`src/rtl/slot_issue_pkg.sv`:
```
package slot_issue_pkg;

  typedef enum logic [1:0] {
    CK_NOP = 2'd0,
    CK_RD  = 2'd1,
    CK_WR  = 2'd2,
    CK_REF = 2'd3
  } cmd_kind_e;

  typedef struct packed {
    logic sel;
    logic wen;
    logic rf;
  } slot_ctl_t;

  // Control-line encoding of one slot for each command kind.
  function automatic slot_ctl_t ctl_of(cmd_kind_e k);
    slot_ctl_t c;
    case (k)
      CK_RD:   c = '{sel: 1'b1, wen: 1'b0, rf: 1'b0};
      CK_WR:   c = '{sel: 1'b1, wen: 1'b1, rf: 1'b0};
      CK_REF:  c = '{sel: 1'b1, wen: 1'b0, rf: 1'b1};
      default: c = '{sel: 1'b0, wen: 1'b0, rf: 1'b0};
    endcase
    return c;
  endfunction

  // Next bank in the refresh rotation.
  function automatic logic [7:0] next_bank(logic [7:0] b, int unsigned nbanks);
    return (32'(b) + 1 == nbanks) ? 8'd0 : b + 8'd1;
  endfunction

endpackage

```
`src/rtl/bank_busy_track.sv`:
```
module bank_busy_track #(
  parameter int NUM_BANKS = 8,
  parameter int TRC       = 4
) (
  input  logic                 clk,
  input  logic                 rst_n,
  input  logic [NUM_BANKS-1:0] load,
  output logic [NUM_BANKS-1:0] free
);
  localparam int CW = $clog2(TRC + 1);

  for (genvar g = 0; g < NUM_BANKS; g++) begin : g_bank
    logic [CW-1:0] cnt;
    always_ff @(posedge clk) begin
      if (!rst_n)            cnt <= '0;
      else if (load[g])      cnt <= CW'(TRC - 1);
      else if (cnt != '0)    cnt <= cnt - 1'b1;
    end
    assign free[g] = (cnt == '0);
  end
endmodule

```
`src/rtl/refresh_pacer.sv`:
```
module refresh_pacer
  import slot_issue_pkg::*;
#(
  parameter int REF_INT = 64,
  parameter int BANK_W  = 3
) (
  input  logic              clk,
  input  logic              rst_n,
  input  logic              cal_done,
  input  logic              issued,
  output logic              due,
  output logic [BANK_W-1:0] bank
);
  localparam int CW        = $clog2(REF_INT);
  localparam int NUM_BANKS = 1 << BANK_W;

  logic [CW-1:0] cnt;
  logic          expire;

  assign expire = (cnt == CW'(REF_INT - 1));

  always_ff @(posedge clk) begin
    if (!rst_n) begin
      cnt  <= '0;
      due  <= 1'b0;
      bank <= '0;
    end else if (!cal_done) begin
      cnt <= '0;
      due <= 1'b0;
    end else begin
      cnt <= expire ? '0 : cnt + 1'b1;
      due <= (due && !issued) || expire;
      if (issued) bank <= BANK_W'(next_bank(8'(bank), NUM_BANKS));
    end
  end
endmodule

```
`src/rtl/wdata_delay.sv`:
```
module wdata_delay #(
  parameter int W   = 36,
  parameter int LAT = 2
) (
  input  logic         clk,
  input  logic         rst_n,
  input  logic         in_en,
  input  logic [W-1:0] in_word,
  output logic         out_en,
  output logic [W-1:0] out_word
);
  // Capture stage alongside the command register, then LAT more stages.
  localparam int STAGES = LAT + 1;

  logic [STAGES-1:0] v;
  logic [W-1:0]      pipe [STAGES];

  always_ff @(posedge clk) begin
    if (!rst_n) begin
      v <= '0;
      for (int i = 0; i < STAGES; i++) pipe[i] <= '0;
    end else begin
      v       <= {v[STAGES-2:0], in_en};
      pipe[0] <= in_word;
      for (int i = 1; i < STAGES; i++) pipe[i] <= pipe[i-1];
    end
  end

  assign out_en   = v[STAGES-1];
  assign out_word = out_en ? pipe[STAGES-1] : '0;
endmodule

```
`src/rtl/cmd_slot_issuer.sv`:
```
module cmd_slot_issuer
  import slot_issue_pkg::*;
#(
  parameter int ADDR_W  = 20,
  parameter int BANK_W  = 3,
  parameter int DQ_W    = 16,
  parameter int DM_W    = 2,
  parameter int TRC     = 4,
  parameter int REF_INT = 64,
  parameter int WD_LAT  = 2
) (
  input  logic              clk,
  input  logic              rst_n,
  input  logic              cal_done,
  input  logic              bl4_mode,
  input  logic              wr_valid,
  output logic              wr_ready,
  input  logic [ADDR_W-1:0] wr_addr,
  input  logic [BANK_W-1:0] wr_bank,
  input  logic [2*DQ_W-1:0] wr_data,
  input  logic [2*DM_W-1:0] wr_mask,
  input  logic              rd_valid,
  output logic              rd_ready,
  input  logic [ADDR_W-1:0] rd_addr,
  input  logic [BANK_W-1:0] rd_bank,
  input  logic              rf_valid,
  output logic              rf_ready,
  input  logic [BANK_W-1:0] rf_bank,
  output logic              s0_sel,
  output logic              s0_wen,
  output logic              s0_ref,
  output logic [ADDR_W-1:0] s0_addr,
  output logic [BANK_W-1:0] s0_bank,
  output logic              s1_sel,
  output logic              s1_wen,
  output logic              s1_ref,
  output logic [ADDR_W-1:0] s1_addr,
  output logic [BANK_W-1:0] s1_bank,
  output logic              wd_en0,
  output logic              wd_en1,
  output logic [DQ_W-1:0]   wd_data0,
  output logic [DQ_W-1:0]   wd_data1,
  output logic [DM_W-1:0]   wd_mask0,
  output logic [DM_W-1:0]   wd_mask1
);
  localparam int NUM_BANKS = 1 << BANK_W;
  localparam int WORD_W    = 2 * DQ_W + 2 * DM_W;

  // Named internal events, also observed by the checker.
  logic [NUM_BANKS-1:0] bank_free, bank_load;
  logic                 ref_due;
  logic [BANK_W-1:0]    due_bank;
  logic                 ref_go, wr_go, rd_go, rw_go, s0_go, rf_go;
  cmd_kind_e            s0_kind;
  logic [BANK_W-1:0]    s0_bank_n;
  logic [ADDR_W-1:0]    s0_addr_n;
  slot_ctl_t            s0_ctl_n;
  logic                 wd_en;
  logic [WORD_W-1:0]    wd_word;

  bank_busy_track #(.NUM_BANKS(NUM_BANKS), .TRC(TRC)) u_busy (
    .clk(clk), .rst_n(rst_n), .load(bank_load), .free(bank_free)
  );

  refresh_pacer #(.REF_INT(REF_INT), .BANK_W(BANK_W)) u_pacer (
    .clk(clk), .rst_n(rst_n), .cal_done(cal_done), .issued(ref_go),
    .due(ref_due), .bank(due_bank)
  );

  // Slot 0: due refresh, else write, else read.
  assign ref_go   = cal_done && ref_due && bank_free[due_bank];
  assign wr_ready = cal_done && !ref_due && bank_free[wr_bank];
  assign wr_go    = wr_valid && wr_ready;
  assign rd_ready = cal_done && !ref_due && !wr_go && bank_free[rd_bank];
  assign rd_go    = rd_valid && rd_ready;
  assign rw_go    = wr_go || rd_go;
  assign s0_go    = ref_go || rw_go;

  always_comb begin
    if (ref_go) begin
      s0_kind = CK_REF; s0_bank_n = due_bank; s0_addr_n = '0;
    end else if (wr_go) begin
      s0_kind = CK_WR;  s0_bank_n = wr_bank;  s0_addr_n = wr_addr;
    end else if (rd_go) begin
      s0_kind = CK_RD;  s0_bank_n = rd_bank;  s0_addr_n = rd_addr;
    end else begin
      s0_kind = CK_NOP; s0_bank_n = '0;       s0_addr_n = '0;
    end
  end

  assign s0_ctl_n = ctl_of(s0_kind);

  // Slot 1: user refresh only, on a different free bank, never beside a
  // read or write in burst-length-four mode.
  assign rf_ready = cal_done && bank_free[rf_bank] && !(rw_go && bl4_mode)
                    && !(s0_go && rf_bank == s0_bank_n);
  assign rf_go    = rf_valid && rf_ready;

  always_comb begin
    for (int b = 0; b < NUM_BANKS; b++) begin
      bank_load[b] = (s0_go && s0_bank_n == BANK_W'(b))
                  || (rf_go && rf_bank == BANK_W'(b));
    end
  end

  always_ff @(posedge clk) begin
    if (!rst_n) begin
      {s0_sel, s0_wen, s0_ref} <= '0;
      s0_addr <= '0;
      s0_bank <= '0;
      {s1_sel, s1_wen, s1_ref} <= '0;
      s1_addr <= '0;
      s1_bank <= '0;
    end else begin
      {s0_sel, s0_wen, s0_ref} <= s0_ctl_n;
      s0_addr <= s0_addr_n;
      s0_bank <= s0_bank_n;
      {s1_sel, s1_wen, s1_ref} <= ctl_of(rf_go ? CK_REF : CK_NOP);
      s1_addr <= '0;
      s1_bank <= rf_go ? rf_bank : '0;
    end
  end

  wdata_delay #(.W(WORD_W), .LAT(WD_LAT)) u_wdata (
    .clk(clk), .rst_n(rst_n), .in_en(wr_go), .in_word({wr_mask, wr_data}),
    .out_en(wd_en), .out_word(wd_word)
  );

  assign wd_en0   = wd_en;
  assign wd_en1   = wd_en;
  assign wd_data0 = wd_word[DQ_W-1:0];
  assign wd_data1 = wd_word[2*DQ_W-1:DQ_W];
  assign wd_mask0 = wd_word[2*DQ_W +: DM_W];
  assign wd_mask1 = wd_word[2*DQ_W+DM_W +: DM_W];
endmodule

```
`config.mk`:
```
export PLATFORM = sky130hd
export DESIGN_NAME = cmd_slot_issuer
export DESIGN_NICKNAME = d
export VERILOG_FILES = /design/src/rtl/slot_issue_pkg.sv /design/src/rtl/bank_busy_track.sv /design/src/rtl/refresh_pacer.sv /design/src/rtl/wdata_delay.sv /design/src/rtl/cmd_slot_issuer.sv
export SDC_FILE = /design/constraint.sdc
export NUM_CORES = 1
export LEC_CHECK = 0
export CAP_MARGIN = 15
export CORE_AREA = 8 8 176 178
export CTS_CLUSTER_SIZE = 40
export DETAILED_ROUTE_END_ITERATION = 10
export DIE_AREA = 0 0 184 186
export DONT_BUFFER_PORTS = 1
export PLACE_DENSITY_LB_ADDON = 0.15
export SLEW_MARGIN = 10
export SYNTH_ARGS = -nofsm -noshare
export SYNTH_HDL_FRONTEND = slang
export SYNTH_HIERARCHICAL = 1
export SYNTH_SLANG_ARGS = --single-unit
```
`constraint.sdc`:
```
create_clock -name clk -period 6.1 [get_ports clk]
set_input_delay 0 -clock clk [delete_from_list [all_inputs] [get_ports clk]]
set_output_delay 0 -clock clk [all_outputs]
set_load 0.02 [all_outputs]
```
# ---- After elaboration in Yosys (flattened, before gate mapping)
# Memories as Yosys holds them, arrays and structs flattened.
# Index checks and enable logic that the tools add are counted.
dict set report word_totals {
  regBits 69
  mem_bits_rw 108
  out_inout_bits 93
  latch_bits 0
  word_cells 201
  memories 1
  rom_bits 0
  input_bits 92
}
# name depth width rd rd_clocked_by_memory_dff write_ports line_no
set mem_list {}
lappend mem_list {u_wdata.pipe 3 36 3 0 3 wdata_delay.sv:16} ;# logic [W-1:0] pipe [STAGES];
dict set report classes {
  bitwise 5
  order_cmp 4
  muxes 42
  n_eq_ne 23
  div_mod_pow 0
  n_mul 0
  shifts 0
  addsub 11
  reduce_logical 86
}
# operator count
set ops {}
lappend ops {{36-bit 2-to-1 mux} 4}
lappend ops {{20-bit 2-to-1 mux} 2}
lappend ops {{2-bit 2-to-1 mux} 19}
lappend ops {{32-bit by 4-bit equality test with 1-bit output (second input constant)} 1}
lappend ops {{1-bit logical AND} 31}
lappend ops {{3-bit zero test} 10}
lappend ops {{3-bit equality test (second input constant)} 8}
lappend ops {{3-bit nonzero test} 8}
lappend ops {{3-bit by 1-bit subtractor with 3-bit output (second input constant)} 8}
lappend ops {{3-bit case mux with 3 select lines} 2}
lappend ops {{2-bit OR reduction} 9}
lappend ops {{3-bit by 4-bit less-than comparator with 1-bit output (second input constant)} 4}
lappend ops {{2-bit nonzero test} 8}
lappend ops {{1-bit binary-select mux with 3-bit select} 4}
lappend ops {{3-bit by 2-bit equality test with 1-bit output (second input constant)} 4}
lappend ops {{3-bit 2-to-1 mux} 4}
lappend ops {{1-bit logical OR} 11}
lappend ops {{2-bit equality test (second input constant)} 4}
lappend ops {{1-bit 2-to-1 mux} 7}
lappend ops {{6-bit by 1-bit adder with 6-bit output (second input constant)} 1}
lappend ops {{3-bit by 1-bit equality test with 1-bit output (second input constant)} 2}
lappend ops {{6-bit equality test (second input constant)} 1}
lappend ops {{2-bit AND reduction} 3}
lappend ops {{1-bit zero test} 5}
lappend ops {{7 further kinds} 11}

# ---- Depth between registers and ports, before layout
dict set report logic_depth {
  depth_word 20
  ltp_mapped 15
  depth_no_buf 13
}

# ---- Hierarchy
# The synthesis kept the hierarchy.
# mod cells_each area_per_inst_um2 n_inst seq_area_each_um2
set by_module_without_submodules {}
lappend by_module_without_submodules {wdata_delay 273 3279.4 1 2222.1}
lappend by_module_without_submodules {cmd_slot_issuer 193 1815.5 1 600.6}
lappend by_module_without_submodules {bank_busy_track 146 1420.1 1 480.5}
lappend by_module_without_submodules {refresh_pacer 42 401.6 1 200.2}

# ---- Worst setup path after synthesis
# OpenSTA, ideal clock, no wires.
dict set report synth_path {
  path_kind {reg-to-reg}
  start {register u_busy.g_bank[7].cnt[0]}
  end {register u_busy.g_bank[7].cnt[1]}
  setup_time_ps 122
  setup_slack_ps 2999
  period_less_slack_ps 3101
  required_ps 5978
  arrival_ps 2979
  path_stages_with_launch 16
  n_path_buf 2
  path_cell_list {dfxtp_1 inv_1 ha_1 nor2b_1 mux2i_1 and3_4 or3_1 buf_2 inv_2 nor4bb_1 a221o_2 buf_6 nand4_1 o21ai_0 or4b_1 o311a_1}
}
dict set report synth_between {
  elab_chain_len 20
  word_cells_on_any_way 39
  classes_between {add/sub (1); eq/ne (2); mux (13); reduce/logical (23)}
}
# element line_no
set synth_rtl {}
lappend synth_rtl {{start: declaration} bank_busy_track.sv:13} ;# logic [CW-1:0] cnt;
lappend synth_rtl {{start signal: assignment} bank_busy_track.sv:16} ;# else if (load[g]) cnt <= CW'(TRC - 1);
lappend synth_rtl {{start signal: assignment} bank_busy_track.sv:17} ;# else if (cnt != '0) cnt <= cnt - 1'b1;
lappend synth_rtl {{3-bit zero test (*)} bank_busy_track.sv:19} ;# assign free[g] = (cnt == '0);
lappend synth_rtl {{net bank_free[7]} cmd_slot_issuer.sv:50} ;# logic [NUM_BANKS-1:0] bank_free, bank_load;
lappend synth_rtl {{1-bit binary-select mux with 3-bit select (*)} cmd_slot_issuer.sv:72} ;# assign wr_ready = cal_done && !ref_due && bank_free[wr_bank];
lappend synth_rtl {{1-bit 2-to-1 mux (not written as such) (*)} cmd_slot_issuer.sv:72}
lappend synth_rtl {{1-bit logical AND (*)} cmd_slot_issuer.sv:72}
lappend synth_rtl {{1-bit logical AND (*)} cmd_slot_issuer.sv:73} ;# assign wr_go = wr_valid && wr_ready;
lappend synth_rtl {{net wr_go} cmd_slot_issuer.sv:53} ;# logic ref_go, wr_go, rd_go, rw_go, s0_go, rf_go;
lappend synth_rtl {{1-bit zero test} cmd_slot_issuer.sv:74} ;# assign rd_ready = cal_done && !ref_due && !wr_go && bank_free[rd_bank];
lappend synth_rtl {{[7 not listed]} n/a}
lappend synth_rtl {{1-bit logical AND} cmd_slot_issuer.sv:96} ;# && !(s0_go && rf_bank == s0_bank_n);
lappend synth_rtl {{1-bit zero test} cmd_slot_issuer.sv:96}
lappend synth_rtl {{1-bit logical AND} cmd_slot_issuer.sv:96}
lappend synth_rtl {{1-bit logical AND} cmd_slot_issuer.sv:97} ;# assign rf_go = rf_valid && rf_ready;
lappend synth_rtl {{1-bit logical AND} cmd_slot_issuer.sv:102} ;# || (rf_go && rf_bank == BANK_W'(b));
lappend synth_rtl {{1-bit logical OR (*)} cmd_slot_issuer.sv:102}
lappend synth_rtl {{net bank_load[7]} cmd_slot_issuer.sv:50}
lappend synth_rtl {{2-bit 2-to-1 mux / 2-bit nonzero test (equally long branches)} n/a}
# The timed path passes the listed nets; every way through them passes the cells marked *. The select of a mux whose other input is x is not followed.
# A chain may end at the register's enable or synchronous reset.

# ---- Worst setup path after layout
dict set report layout_path {
  start {register u_busy.g_bank[1].cnt[0]}
  end {register s1_bank[1]}
}
dict set report layout_between {
  word_cells_on_any_way 31
  classes_between {eq/ne (1); mux (11); reduce/logical (19)}
}
# element line_no
set layout_lines {}
lappend layout_lines {{start: declaration} bank_busy_track.sv:13}
lappend layout_lines {{start signal: assignment} bank_busy_track.sv:16}
lappend layout_lines {{start signal: assignment} bank_busy_track.sv:17}
lappend layout_lines {{3-bit zero test (*)} bank_busy_track.sv:19}
lappend layout_lines {{net bank_free[1]} cmd_slot_issuer.sv:50}
lappend layout_lines {{1-bit binary-select mux with 3-bit select (*)} cmd_slot_issuer.sv:71} ;# assign ref_go = cal_done && ref_due && bank_free[due_bank];
lappend layout_lines {{1-bit 2-to-1 mux (not written as such) (*)} cmd_slot_issuer.sv:71}
lappend layout_lines {{1-bit logical AND (*)} cmd_slot_issuer.sv:71}
lappend layout_lines {{net ref_go} cmd_slot_issuer.sv:53}
lappend layout_lines {{3-bit 2-to-1 mux} cmd_slot_issuer.sv:80} ;# if (ref_go) begin
lappend layout_lines {{3-bit equality test} cmd_slot_issuer.sv:96}
lappend layout_lines {{1-bit logical AND (*)} cmd_slot_issuer.sv:96}
lappend layout_lines {{1-bit zero test (*)} cmd_slot_issuer.sv:96}
lappend layout_lines {{1-bit logical AND (*)} cmd_slot_issuer.sv:96}
lappend layout_lines {{1-bit logical AND (*)} cmd_slot_issuer.sv:97}
lappend layout_lines {{2-bit AND reduction (no line) (*)} n/a}
lappend layout_lines {{end signal: assignment} cmd_slot_issuer.sv:120} ;# s1_bank <= rf_go ? rf_bank : '0;
lappend layout_lines {{end: declaration} cmd_slot_issuer.sv:38} ;# output logic [BANK_W-1:0] s1_bank,
# Marked as above.

==> summary.txt <==
Setup path
  • Crit end category: flip-flop
  • Setup Crit Path Kind: reg -> reg
  • Startpoint types: flip-flop
  • Max Fanout on Critical Path: 13
  • Arrival @ worst endpoint: 4.33 ns
  • WP data required: 6.41 ns

STA
  • Fin crit share: 66.0%
  • Max-slew violations: 0
  • Worst-margin pin slew: 0.936 ns
  • Post-Route Skew: 0.0125 ns
  • Final setup vio count: 0
  • Hold Vio Cnt, Final: 0
  • Relative max-transition margin: 37.0%
  • Minimum clock period: 4.02 ns
  • Setup tns final: 0 ns
  • Fmax: 249 MHz
  • RSZ-0062 raised after global routing: no

Die
  • IO Pins: 185
  • Die area: 34200 µm²
  • Die span in y: 186 µm
  • Die Width: 184 µm
  • Initial Util: 24.5%
  • FP Rows: 62
  • Core area: 28200 µm²

Synth
  • Synth area leaders: dfxtp_1, and2_1, ha_1, buf_4, nand2b_1
  • Top FF cell, synth: dfxtp_1
  • Count leader, synth: dfxtp_1
  • Register area share after synthesis: 50.7%
  • Asr flop ratio synth: 0%
  • Mean Syn Cell Area: 10.6 µm²
  • #FFs+latches synth: 175
  • Post-synth EDFFs: 0
  • Post-synth top area share: 50.7%
  • Largest area contributor in the netlist: dfxtp_1
  • Unique masters post-synth: 68
  • Yosys Warn Count: 6
  • Cell Area, Synth: 6920 µm²
  • Synth top cells by count: dfxtp_1, and2_1, nand2b_1
  • Synth Instances: 654

Finish
  • Ant diodes: 0
  • Layout Utilization: 31.6%
  • Count of nets after finishing: 876
  • P&R area growth vs syn: 29.1%
  • Layout cells sized above 1: 8.35%
  • Design area: 8930 µm²

Placement
  • IO Port Bufs: 0
  • Post-DP Area: 7100 µm²
  • DP HPWL: 11.6 mm
  • GPL Wtd Cong: 0.778

Clock tree
  • CTS Sinks: 175
  • CTS tree: built
  • H-tree levels: 4
  • Max Root-Sink Buffers: 2
  • Clock slew at reported path FFs: 0.07 ns
  • Number of buffers created by CTS: 17
  • Postcts setup bufs: 0
  • Root buffer cell: clkbuf_16
  • Clock Latency Late Sink: 0.42 ns

Routing
  • Drt first pass iters: 4
  • Iter 0 DRT Violations: 220
  • WL/cell: 15.3 µm
  • DRC viols: 0
  • Vias per cell: 4.21
  • Post-route ant nets: 0
  • Final wirelength: 17.8 mm
  • DR vias: 4890

Hold path
  • Worst Hold Class: in -> reg

Global routing
  • Largest net degree at the start of global routing: 118
  • Vias in the first global route: 5171
  • GR Overflow Total: 0
  • First-pass GRT wire length: 27.5 mm
  • Total GRT Usage: 10.2%
  • Initial antenna violation count: 0

Outcome
  • Status: finished clean

Power
  • Worst VDD drop: 0.188 mV
  • Power Density: 367 nW/µm²
  • Leakage: 3.72 nW

Job
  • Max cap viols: 0
-- registers in the layout, summed over array words and instances (netlist names) --
name	count
s0_addr	20
s0_bank	3
s0_ref	1
s0_sel	1
s0_wen	1
s1_bank	3
s1_sel	1
u_busy/g_bank.cnt	24
u_pacer/bank	3
u_pacer/cnt	6
u_pacer/due	1
u_wdata/pipe	108
u_wdata/v	3
-- final cells by class --
type	count	area, µm²
clock buffer	18	429
clock inverter	13	166
fill	2926	19300
inverter	31	116
multi-input combinational	418	2990
sequential	175	3500
tap	384	480
timing repair buffer	123	1240
-- cells by family after synthesis --
family / count (synthesis) / share of synthesized area [%]
adder cells (fa/ha/maj): 18 / 3.26
AND/OR/NAND/NOR: 279 / 25.9
AO/OA/AOI/OAI: 80 / 9.30
flip-flops: 175 / 50.7
XOR/XNOR: 7 / 0.995
other: 1 / 0.0542
buffers and inverters: 81 / 7.33
multiplexers: 13 / 2.55
-- power by group --
| group | total, mW | internal, mW | switching (mW) | leakage (nW) |
|---|---|---|---|---|
| sequential | 1.36 | 1.26 | 0.0956 | 1.44 |
| clock | 1.10 | 0.586 | 0.511 | 0.291 |
| combinational | 0.817 | 0.403 | 0.415 | 1.99 |
-- worst paths after layout --
kind	from	to	slack (ns)	cells past startpoint
min reg2reg	u_wdata/pipe[0][17]	u_wdata/pipe[0][53]	0.43	1
max	u_busy/g_bank[1].cnt[0]	s1_bank[1]	2.08	11
min	rst_n	u_busy/g_bank[0].cnt[1]	0.04	2
max reg2reg	u_busy/g_bank[1].cnt[0]	s1_bank[1]	2.08	11
-- metrics by stage --
stage	hold slack (ns)	instances	worst slack [ns]	total power, mW
floorplan	0.122	674	3.00	1.96
global placement	0.127	1010	2.22	2.05
detailed placement	0.129	1010	2.21	2.11
CTS	0.0296	1162	2.14	3.32
global route	0.0464	1162	1.82	3.48
finish	0.0356	1162	2.08	3.28
-- routing by layer --
| metal | track usage (%) | wire length (µm) |
|---|---|---|
| met3 | 3.32 | 1300 |
| met5 | 0 | 0 |
| met4 | 3.68 | 250 |
| met2 | 18.2 | 8910 |
| met1 | 11.2 | 7330 |
-- cell usage in the layout, fill, tap and decap left out, types with 4 or more instances in the layout --
| cell type | synthesis | routed |
|---|---|---|
| a21oi_1 | 8 | 8 |
| a22o_1 | 20 | 20 |
| a31oi_1 | 5 | 5 |
| and2_1 | 151 | 151 |
| clkbuf_16 | 0 | 17 |
| clkinv_8 | 0 | 4 |
| conb_1 | 1 | 21 |
| dfxtp_1 | 175 | 175 |
| dlygate4sd3_1 | 0 | 120 |
| ha_1 | 18 | 18 |
| inv_1 | 30 | 30 |
| inv_6 | 0 | 5 |
| mux2_2 | 4 | 4 |
| mux2i_1 | 6 | 6 |
| nand2_1 | 13 | 13 |
| nand2b_1 | 31 | 31 |
| nand3_1 | 9 | 9 |
| nor2_1 | 15 | 15 |
| nor2b_1 | 9 | 9 |
| o211a_1 | 8 | 8 |
| o21ai_0 | 5 | 5 |
| o311a_1 | 8 | 8 |
| or3_1 | 4 | 4 |
| or3b_2 | 8 | 8 |
| or4b_1 | 16 | 16 |
| xnor2_1 | 5 | 5 |
-- worst max-delay path, stage by stage (launching register included) --
cell and delay, ns:
dfxtp_1 0.32, inv_1 0.08, ha_1 0.21, nor2b_1 0.51, mux4_1 0.37, nor2_2 0.05
nor4_4 0.68, nand2b_1 0.32, a21boi_1 0.26, o21ai_1 0.38, a31oi_1 0.14, dlygate4sd3_1 0.58
-- repair_timing --
| action | in CTS | in global routing |
|---|---|---|
| hold buffers | 121 | 0 |
| gates resized for setup | 0 | 0 |
| hold endpoints to repair | 174 | 0 |
(Power assumes the default switching activity.)
